===== src/rtl/ppirq_pkg.sv =====
package ppirq_pkg;

  localparam int REG_W = 8;

  // Status / enable bit positions (shared layout)
  localparam int B_NINIT  = 0;
  localparam int B_IDREQ  = 1;
  localparam int B_DIRREV = 2;
  localparam int B_EPPAW  = 3;
  localparam int B_SIGCHG = 4;
  localparam int B_NEGCHG = 5;
  localparam int N_LIVE   = 6;

  localparam logic [REG_W-1:0] LIVE_MASK = REG_W'((1 << N_LIVE) - 1);

  typedef enum logic [1:0] {
    A_ENABLE = 2'd0,
    A_STATUS = 2'd1,
    A_EPPADR = 2'd2,
    A_SPARE  = 2'd3
  } reg_addr_e;

  // Packed so that field i lands on status bit i
  typedef struct packed {
    logic neg_chg;
    logic sig_chg;
    logic epp_aw;
    logic dir_rev;
    logic id_req;
    logic ninit;
  } evt_t;

endpackage


===== src/rtl/ppirq_sync.sv =====
module ppirq_sync #(
  parameter int W = 1,
  parameter int STAGES = 2,
  parameter logic RST_VAL = 1'b0
) (
  input  logic         clk,
  input  logic         rst_n,
  input  logic [W-1:0] d,
  output logic [W-1:0] q
);
  localparam int NS = (STAGES < 2) ? 2 : STAGES;

  logic [NS-1:0][W-1:0] chain;

  always_ff @(posedge clk or negedge rst_n) begin
    if (!rst_n) begin
      chain <= {NS{{W{RST_VAL}}}};
    end else begin
      chain[0] <= d;
      for (int i = 1; i < NS; i++) chain[i] <= chain[i-1];
    end
  end

  assign q = chain[NS-1];
endmodule


===== src/rtl/ppirq_detect.sv =====
module ppirq_detect #(
  parameter int NSIG = 5
) (
  input  logic            clk,
  input  logic            rst_n,
  input  logic            compat_mode,
  input  logic            manual_mode,
  input  logic            ninit_s,
  input  logic [NSIG-1:0] hs_s,
  input  logic [NSIG-1:0] zero_mask,
  input  logic [NSIG-1:0] one_mask,
  output logic            ninit_evt,
  output logic            sig_evt
);
  logic            ninit_prev;
  logic            qual_prev;
  logic [NSIG-1:0] line_hit;
  logic            qual_now;

  // Per-line match against its programmed level
  for (genvar g = 0; g < NSIG; g++) begin : g_line
    assign line_hit[g] = (zero_mask[g] & ~hs_s[g]) | (one_mask[g] & hs_s[g]);
  end

  assign qual_now = manual_mode & (|line_hit);

  always_ff @(posedge clk or negedge rst_n) begin
    if (!rst_n) begin
      ninit_prev <= 1'b1;
      qual_prev  <= 1'b0;
    end else begin
      ninit_prev <= ninit_s;
      qual_prev  <= qual_now;
    end
  end

  assign ninit_evt = compat_mode & ninit_prev & ~ninit_s;
  assign sig_evt   = qual_now & ~qual_prev;
endmodule


===== src/rtl/ppirq_regs.sv =====
module ppirq_regs
  import ppirq_pkg::*;
(
  input  logic             clk,
  input  logic             rst_n,
  input  logic             wr,
  input  logic [1:0]       addr,
  input  logic [REG_W-1:0] wdata,
  input  logic [REG_W-1:0] set_vec,
  input  logic             epp_evt,
  input  logic [REG_W-1:0] epp_data,
  output logic [REG_W-1:0] rdata,
  output logic [REG_W-1:0] enable_q,
  output logic [REG_W-1:0] status_q,
  output logic [REG_W-1:0] epp_q
);
  reg_addr_e a;
  logic      clr;

  assign a   = reg_addr_e'(addr);
  assign clr = wr && (a == A_STATUS);

  always_ff @(posedge clk or negedge rst_n) begin
    if (!rst_n) begin
      enable_q <= '0;
      status_q <= '0;
      epp_q    <= '0;
    end else begin
      if (wr && (a == A_ENABLE)) enable_q <= wdata & LIVE_MASK;
      // New events take precedence over a clear in the same cycle
      if (clr) status_q <= set_vec & LIVE_MASK;
      else     status_q <= (status_q | set_vec) & LIVE_MASK;
      if (epp_evt) epp_q <= epp_data;
    end
  end

  always_comb begin
    unique case (a)
      A_ENABLE: rdata = enable_q;
      A_STATUS: rdata = status_q;
      A_EPPADR: rdata = epp_q;
      default:  rdata = '0;
    endcase
  end
endmodule


===== src/rtl/ppirq_unit.sv =====
module ppirq_unit
  import ppirq_pkg::*;
#(
  parameter int NSIG = 5,
  parameter int SYNC_STAGES = 2
) (
  input  logic             clk,
  input  logic             rst_n,
  input  logic             reg_wr,
  input  logic [1:0]       reg_addr,
  input  logic [REG_W-1:0] reg_wdata,
  output logic [REG_W-1:0] reg_rdata,
  input  logic             compat_mode,
  input  logic             manual_mode,
  input  logic             ninit_n,
  input  logic [NSIG-1:0]  hs_in,
  input  logic [NSIG-1:0]  zero_mask,
  input  logic [NSIG-1:0]  one_mask,
  input  logic             neg_chg_evt,
  input  logic             id_req_evt,
  input  logic             dir_rev_evt,
  input  logic             epp_addr_evt,
  input  logic [REG_W-1:0] epp_addr_in,
  output logic             irq
);
  localparam int PAD = REG_W - N_LIVE;

  logic             ninit_s;
  logic [NSIG-1:0]  hs_s;
  logic             ninit_evt;
  logic             sig_evt;
  evt_t             evt;
  logic [REG_W-1:0] set_vec;
  logic [REG_W-1:0] enable_q;
  logic [REG_W-1:0] status_q;
  logic [REG_W-1:0] epp_q;

  ppirq_sync #(.W(1), .STAGES(SYNC_STAGES), .RST_VAL(1'b1)) u_sync_init (
    .clk(clk), .rst_n(rst_n), .d(ninit_n), .q(ninit_s)
  );

  ppirq_sync #(.W(NSIG), .STAGES(SYNC_STAGES), .RST_VAL(1'b0)) u_sync_hs (
    .clk(clk), .rst_n(rst_n), .d(hs_in), .q(hs_s)
  );

  ppirq_detect #(.NSIG(NSIG)) u_detect (
    .clk(clk), .rst_n(rst_n),
    .compat_mode(compat_mode), .manual_mode(manual_mode),
    .ninit_s(ninit_s), .hs_s(hs_s),
    .zero_mask(zero_mask), .one_mask(one_mask),
    .ninit_evt(ninit_evt), .sig_evt(sig_evt)
  );

  always_comb begin
    evt.ninit   = ninit_evt;
    evt.id_req  = id_req_evt;
    evt.dir_rev = dir_rev_evt;
    evt.epp_aw  = epp_addr_evt;
    evt.sig_chg = sig_evt;
    evt.neg_chg = neg_chg_evt;
  end

  assign set_vec = {{PAD{1'b0}}, evt};

  ppirq_regs u_regs (
    .clk(clk), .rst_n(rst_n),
    .wr(reg_wr), .addr(reg_addr), .wdata(reg_wdata),
    .set_vec(set_vec),
    .epp_evt(epp_addr_evt), .epp_data(epp_addr_in),
    .rdata(reg_rdata),
    .enable_q(enable_q), .status_q(status_q), .epp_q(epp_q)
  );

  assign irq = |(status_q & enable_q);
endmodule


===== config.mk =====
export PLATFORM = sky130hd
export DESIGN_NAME = ppirq_unit
export DESIGN_NICKNAME = d
export VERILOG_FILES = /design/src/rtl/ppirq_pkg.sv /design/src/rtl/ppirq_sync.sv /design/src/rtl/ppirq_detect.sv /design/src/rtl/ppirq_regs.sv /design/src/rtl/ppirq_unit.sv
export SDC_FILE = /design/constraint.sdc
export NUM_CORES = 1
export LEC_CHECK = 0
export ABC_CLOCK_PERIOD_IN_PS = 2060
export BUFFER_PORTS_ARGS = -buffer_cell sky130_fd_sc_hd__clkbuf_2
export CAP_MARGIN = 10
export CELL_PAD_IN_SITES_DETAIL_PLACEMENT = 0
export CELL_PAD_IN_SITES_GLOBAL_PLACEMENT = 2
export CORE_MARGIN = 3
export CORE_UTILIZATION = 30
export CTS_CLUSTER_SIZE = 40
export DETAILED_ROUTE_END_ITERATION = 10
export PLACE_DENSITY_LB_ADDON = 0.25
export REMOVE_ABC_BUFFERS = 1
export SYNTH_ARGS = -nofsm -noshare
export SYNTH_HDL_FRONTEND = slang
export SYNTH_SLANG_ARGS = --single-unit

===== constraint.sdc =====
create_clock -name clk -period 2.06 [get_ports clk]
set_input_delay 0.618 -clock clk [delete_from_list [all_inputs] [get_ports clk]]
set_output_delay 0.618 -clock clk [all_outputs]
set_load 0.02 [all_outputs]

Word-level counts from Yosys, hierarchy flattened

Index checks and enable logic that the tools add are counted.

Flip-flop bits (word level): 34
Bits in latches: 0
Bits in writable memories: 0
Memory bits (read-only): 0
Bits of input ports: 43
Logic and storage cells: 46
Memories: 0

Add/subtract/negate cells: 0
Multiply operators: 0
Divide/modulo/power cells: 0
Magnitude comparators: 0
Equality and inequality tests: 2
Shift-type cells: 0
Muxes and demuxes: 2
Bitwise logic cells: 28
Reductions and logical operators: 5

Operators by type and width:

| kind                                           | count |
|---|---|
| case mux 8 bit (3 select lines)                | 1 |
| bitwise AND 1 bit                              | 14 |
| OR reduction 8 bit                             | 1 |
| NOT 1 bit                                      | 7 |
| bitwise AND 6 bit                              | 1 |
| 2-to-1 mux 6 bit                               | 1 |
| bitwise OR 6 bit                               | 1 |
| bitwise OR 1 bit                               | 5 |
| OR reduction 5 bit                             | 1 |
| == test 2 x 1 -> 1 bit (second input constant) | 1 |
| == test 2 bit (second input constant)          | 1 |
| logical AND 1 bit                              | 2 |
| zero test 2 bit                                | 1 |

Logic depth before layout (Yosys ltp)

Word-level depth: 8
Depth in mapped cells: 4
Gate-level depth less buffers: 3

Modules after synthesis

Synthesis repeated with hierarchy kept, for this count alone.

Cell total of the unflattened synthesis: 102
Area, all modules: 1471.4 um^2

Modules (own cells, without submodules):

| module                   | instances | cells each | area each (um^2) | seq. area each (um^2) |
|---|---|---|---|---|
| ppirq_regs               | 1         | 65         | 940.9            | 500.5 |
| ppirq_sync (u_sync_hs)   | 1         | 15         | 287.8            | 250.2 |
| ppirq_detect             | 1         | 14         | 150.1            | 51.3 |
| ppirq_sync (u_sync_init) | 1         | 2          | 52.6             | 52.6 |
| ppirq_unit               | 1         | 6          | 40.0             | 0.0 |

Worst setup path after synthesis

OpenSTA, ideal clock, no wires.

Kind: input -> output
Start point: input reg_addr[0]
End point: output reg_rdata[0]
Arrival time: 1.437 ns
Path slack: 0.005 ns
Stages on the path: 4
Path buffers: 1
Cell sequence: clkbuf_1 -> nor2b_1 -> nand2_1 -> o21ai_0

Longest elaborated chain between the ends: 2
Elaborated cells on any way between the ends: 4

RTL lines:

| what                                  | RTL line         | text |
|---|---|---|
| start: declaration                    | ppirq_unit.sv:10 | `input logic [1:0] reg_addr,` |
| == test 2 bit (tied with other cells) | ppirq_regs.sv:38 | `unique case (a)` |
| case mux 8 bit (3 select lines) *     | ppirq_regs.sv:38 |  |
| end: declaration                      | ppirq_unit.sv:12 | `output logic [REG_W-1:0] reg_rdata,` |

Every way passes the cells marked *; elsewhere a longest branch is shown, timed or not.

Final worst setup path

Start point: input reg_addr[1]
End point: output reg_rdata[1]

The elaborated chain is that of the path after synthesis.

==> impl_metrics.env <==
export IMPL_final_setup_skew_ns=0.00199
export IMPL_outcome="finished, final reports clean"
export IMPL_hpwl_um=2350
export IMPL_drc_errors=0
export IMPL_syn_inst=97
export IMPL_die_w_um=73.2
export IMPL_grt_max_degree=23
export IMPL_cts_resized=0
export IMPL_ir_drop_mv=0.464
export IMPL_period_share_pct=97.1
export IMPL_clock_path_buffers=2
export IMPL_vias=974
export IMPL_maxCapViolCount=0
export IMPL_placed_area_um2=1720
export IMPL_ios=52
export IMPL_post_cts_buffers=0
export IMPL_antenna_found_initial=0
export IMPL_critPathCaptureType="output pin"
export IMPL_insertion_delay_ns=0.28
export IMPL_die_area_um2=5350
export IMPL_required_ns=1.44
export IMPL_setup_tns_ns=0
export IMPL_arrival_ns=1.38
export IMPL_grt_overflow=0
export IMPL_drtAntennaViolNets=0
export IMPL_max_freq_mhz=500
export IMPL_hold_violations=0
export IMPL_start_util_pct=32.4
export IMPL_clkSlewWorstSetupHoldPaths_ns=0.07
export IMPL_drive_above_1_share_pct=54.7
export IMPL_mostFrequentLayoutCells="clkbuf_2, dfrtp_1, mux2_2"
export IMPL_routed_wirelength_um=2890
export IMPL_setup_viol=0
export IMPL_nFillCells=384
export IMPL_pwr_density_cell_nw_per_um2=935
export IMPL_first_global_vias=1038
export IMPL_area_growth_pct=37.9
export IMPL_reg2regPathDepth=3
export IMPL_regArea_um2=855
export IMPL_cts_made_buffers=5
export IMPL_drtIter0Drc=44
export IMPL_grt_total_usage_pct=12.2
export IMPL_crit_fanout=4
export IMPL_design_area_um2=1870
export IMPL_finalMaxSlewViolations=0
export IMPL_synth_cell_types=20
export IMPL_diodes=0
export IMPL_min_period_ns=2.00
export IMPL_die_h_um=73.2
export IMPL_hold_class="in -> async"
export IMPL_seq_area_frac_synth_pct=63.1
export IMPL_yosys_warnings=0
export IMPL_multiInputGateArea_um2=487
export IMPL_worst_pin_slew_ns=0.506
export IMPL_cts_tree="done"
export IMPL_cts_sinks=34
export IMPL_hold_buffers=0
export IMPL_syn_area_per_cell_um2=14.0
export IMPL_gp_congestion=0.815
export IMPL_core_um2=4170
export IMPL_critPathKind="in -> out"
export IMPL_relSlewSlack_pct=66.2
export IMPL_netlist_area_um2=1350
export IMPL_via_per_inst=4.66
export IMPL_grt_pass1_wl_um=4860
export IMPL_critPathLaunchType="primary input"
export IMPL_rsz0062_at_grt="no"
export IMPL_io_buffers=49
export IMPL_static_leakage_power_nw=0.902
export IMPL_wl_per_cell_um=13.8
export IMPL_nNetsFinal=201
export IMPL_row_count=23
export IMPL_ys_ff_latch=34
export IMPL_cts_root_buf="clkbuf_8"
export IMPL_final_common_cell="clkbuf_2"
export IMPL_drtPass1Iterations=4
export IMPL_htree_levels=2
[metrics by stage]
stage | std cells | utilization (%) | hold WS [ns] | power, W | setup slack [ns]
2_1_floorplan | 94 | - | 0.322 | 0.000893 | 0.247
3_3_place_gp | 201 | 41.3 | 0.333 | 0.00100 | 0.0795
3_5_place_dp | 201 | 41.3 | 0.335 | 0.00102 | 0.0639
4_1_cts | 209 | 44.7 | 0.313 | 0.00177 | 0.0584
5_1_grt | 209 | 44.7 | 0.332 | 0.00183 | 0.0100
6_report | 209 | 44.7 | 0.294 | 0.00174 | 0.0592
[flip-flops by register name, indices dropped and copies added, names as in the netlist, 5 cells and up]
register	count
u_regs.epp_q	8
u_sync_hs.chain	5
u_sync_hs.q	5
u_regs.status_q	6
u_regs.enable_q	6
[cells by family after synthesis]
| group | Yosys count | share of synthesized area (%) |
|---|---|---|
| muxes | 25 | 20.5 |
| AOI/OAI and AO/OA | 17 | 8.04 |
| buffers and inverters | 3 | 0.924 |
| DFF | 34 | 63.1 |
| and+or+nand+nor | 18 | 7.39 |
[final cells by class]
class / instances / share of cell area [%]
clock inverter: 2 / 3.22
sequential: 34 / 45.8
tap: 50 / 3.35
multi-input combinational: 60 / 26.1
timing repair buffer: 57 / 17.2
clock buffer: 6 / 4.42
[cells in the mapped netlist]
cell type   n  area (um2)
buf_2       1        5.00
nand3b_1    1        7.51
dfrtp_1    31         776
a22oi_1     3        22.5
mux2_4      1        15.0
nand3_1     2        10.0
nor2b_1     2        12.5
mux2_2     17         191
mux2i_1     6        60.1
and3b_1     2        17.5
o31a_1      1        8.76
a21o_1      4        30.0
nor3b_2     1        12.5
or3_1       1        6.26
dfstp_2     3        78.8
clkbuf_1    2        7.51
o21ai_0     8        40.0
nand2_1     9        33.8
mux2_1      1        11.3
o31ai_1     1        7.51
[path summary, 6_finish.rpt]
kind	from	slack [ns]	endpoint
max	reg_addr[1]	0.06	reg_rdata[1]
min	rst_n	0.29	u_sync_hs.q[2]
max reg2reg	u_sync_hs.q[0]	0.67	u_detect.qual_prev
min reg2reg	u_sync_hs.chain[1]	0.35	u_sync_hs.q[1]
max in group asynchronous	rst_n	1.18	u_sync_init.chain[0]
min in group clk	u_sync_hs.chain[1]	0.35	u_sync_hs.q[1]
[power by group]
part / switching [W] / internal, W / leakage [nW]
registers: 0.0000375 / 0.000732 / 0.384
logic: 0.000107 / 0.000123 / 0.447
clock network: 0.000230 / 0.000516 / 0.0714
total: 0.000374 / 0.00137 / 0.902
[routing by layer]
metal	GRT usage [%]	vias up	share of wire [%]
met2	19.2	28	50
met3	3.58	4	6.6
met1	15.2	474	42
li1	-	468	-
met4	6.15	0	1.4
met5	0	-	0
[worst max-delay path, stage by stage]
cell,delay (ns)
clkbuf_2,0.12
buf_4,0.16
mux2i_1,0.11
o21ai_0,0.18
clkbuf_2,0.20
Power figures use the tool's default switching activity.
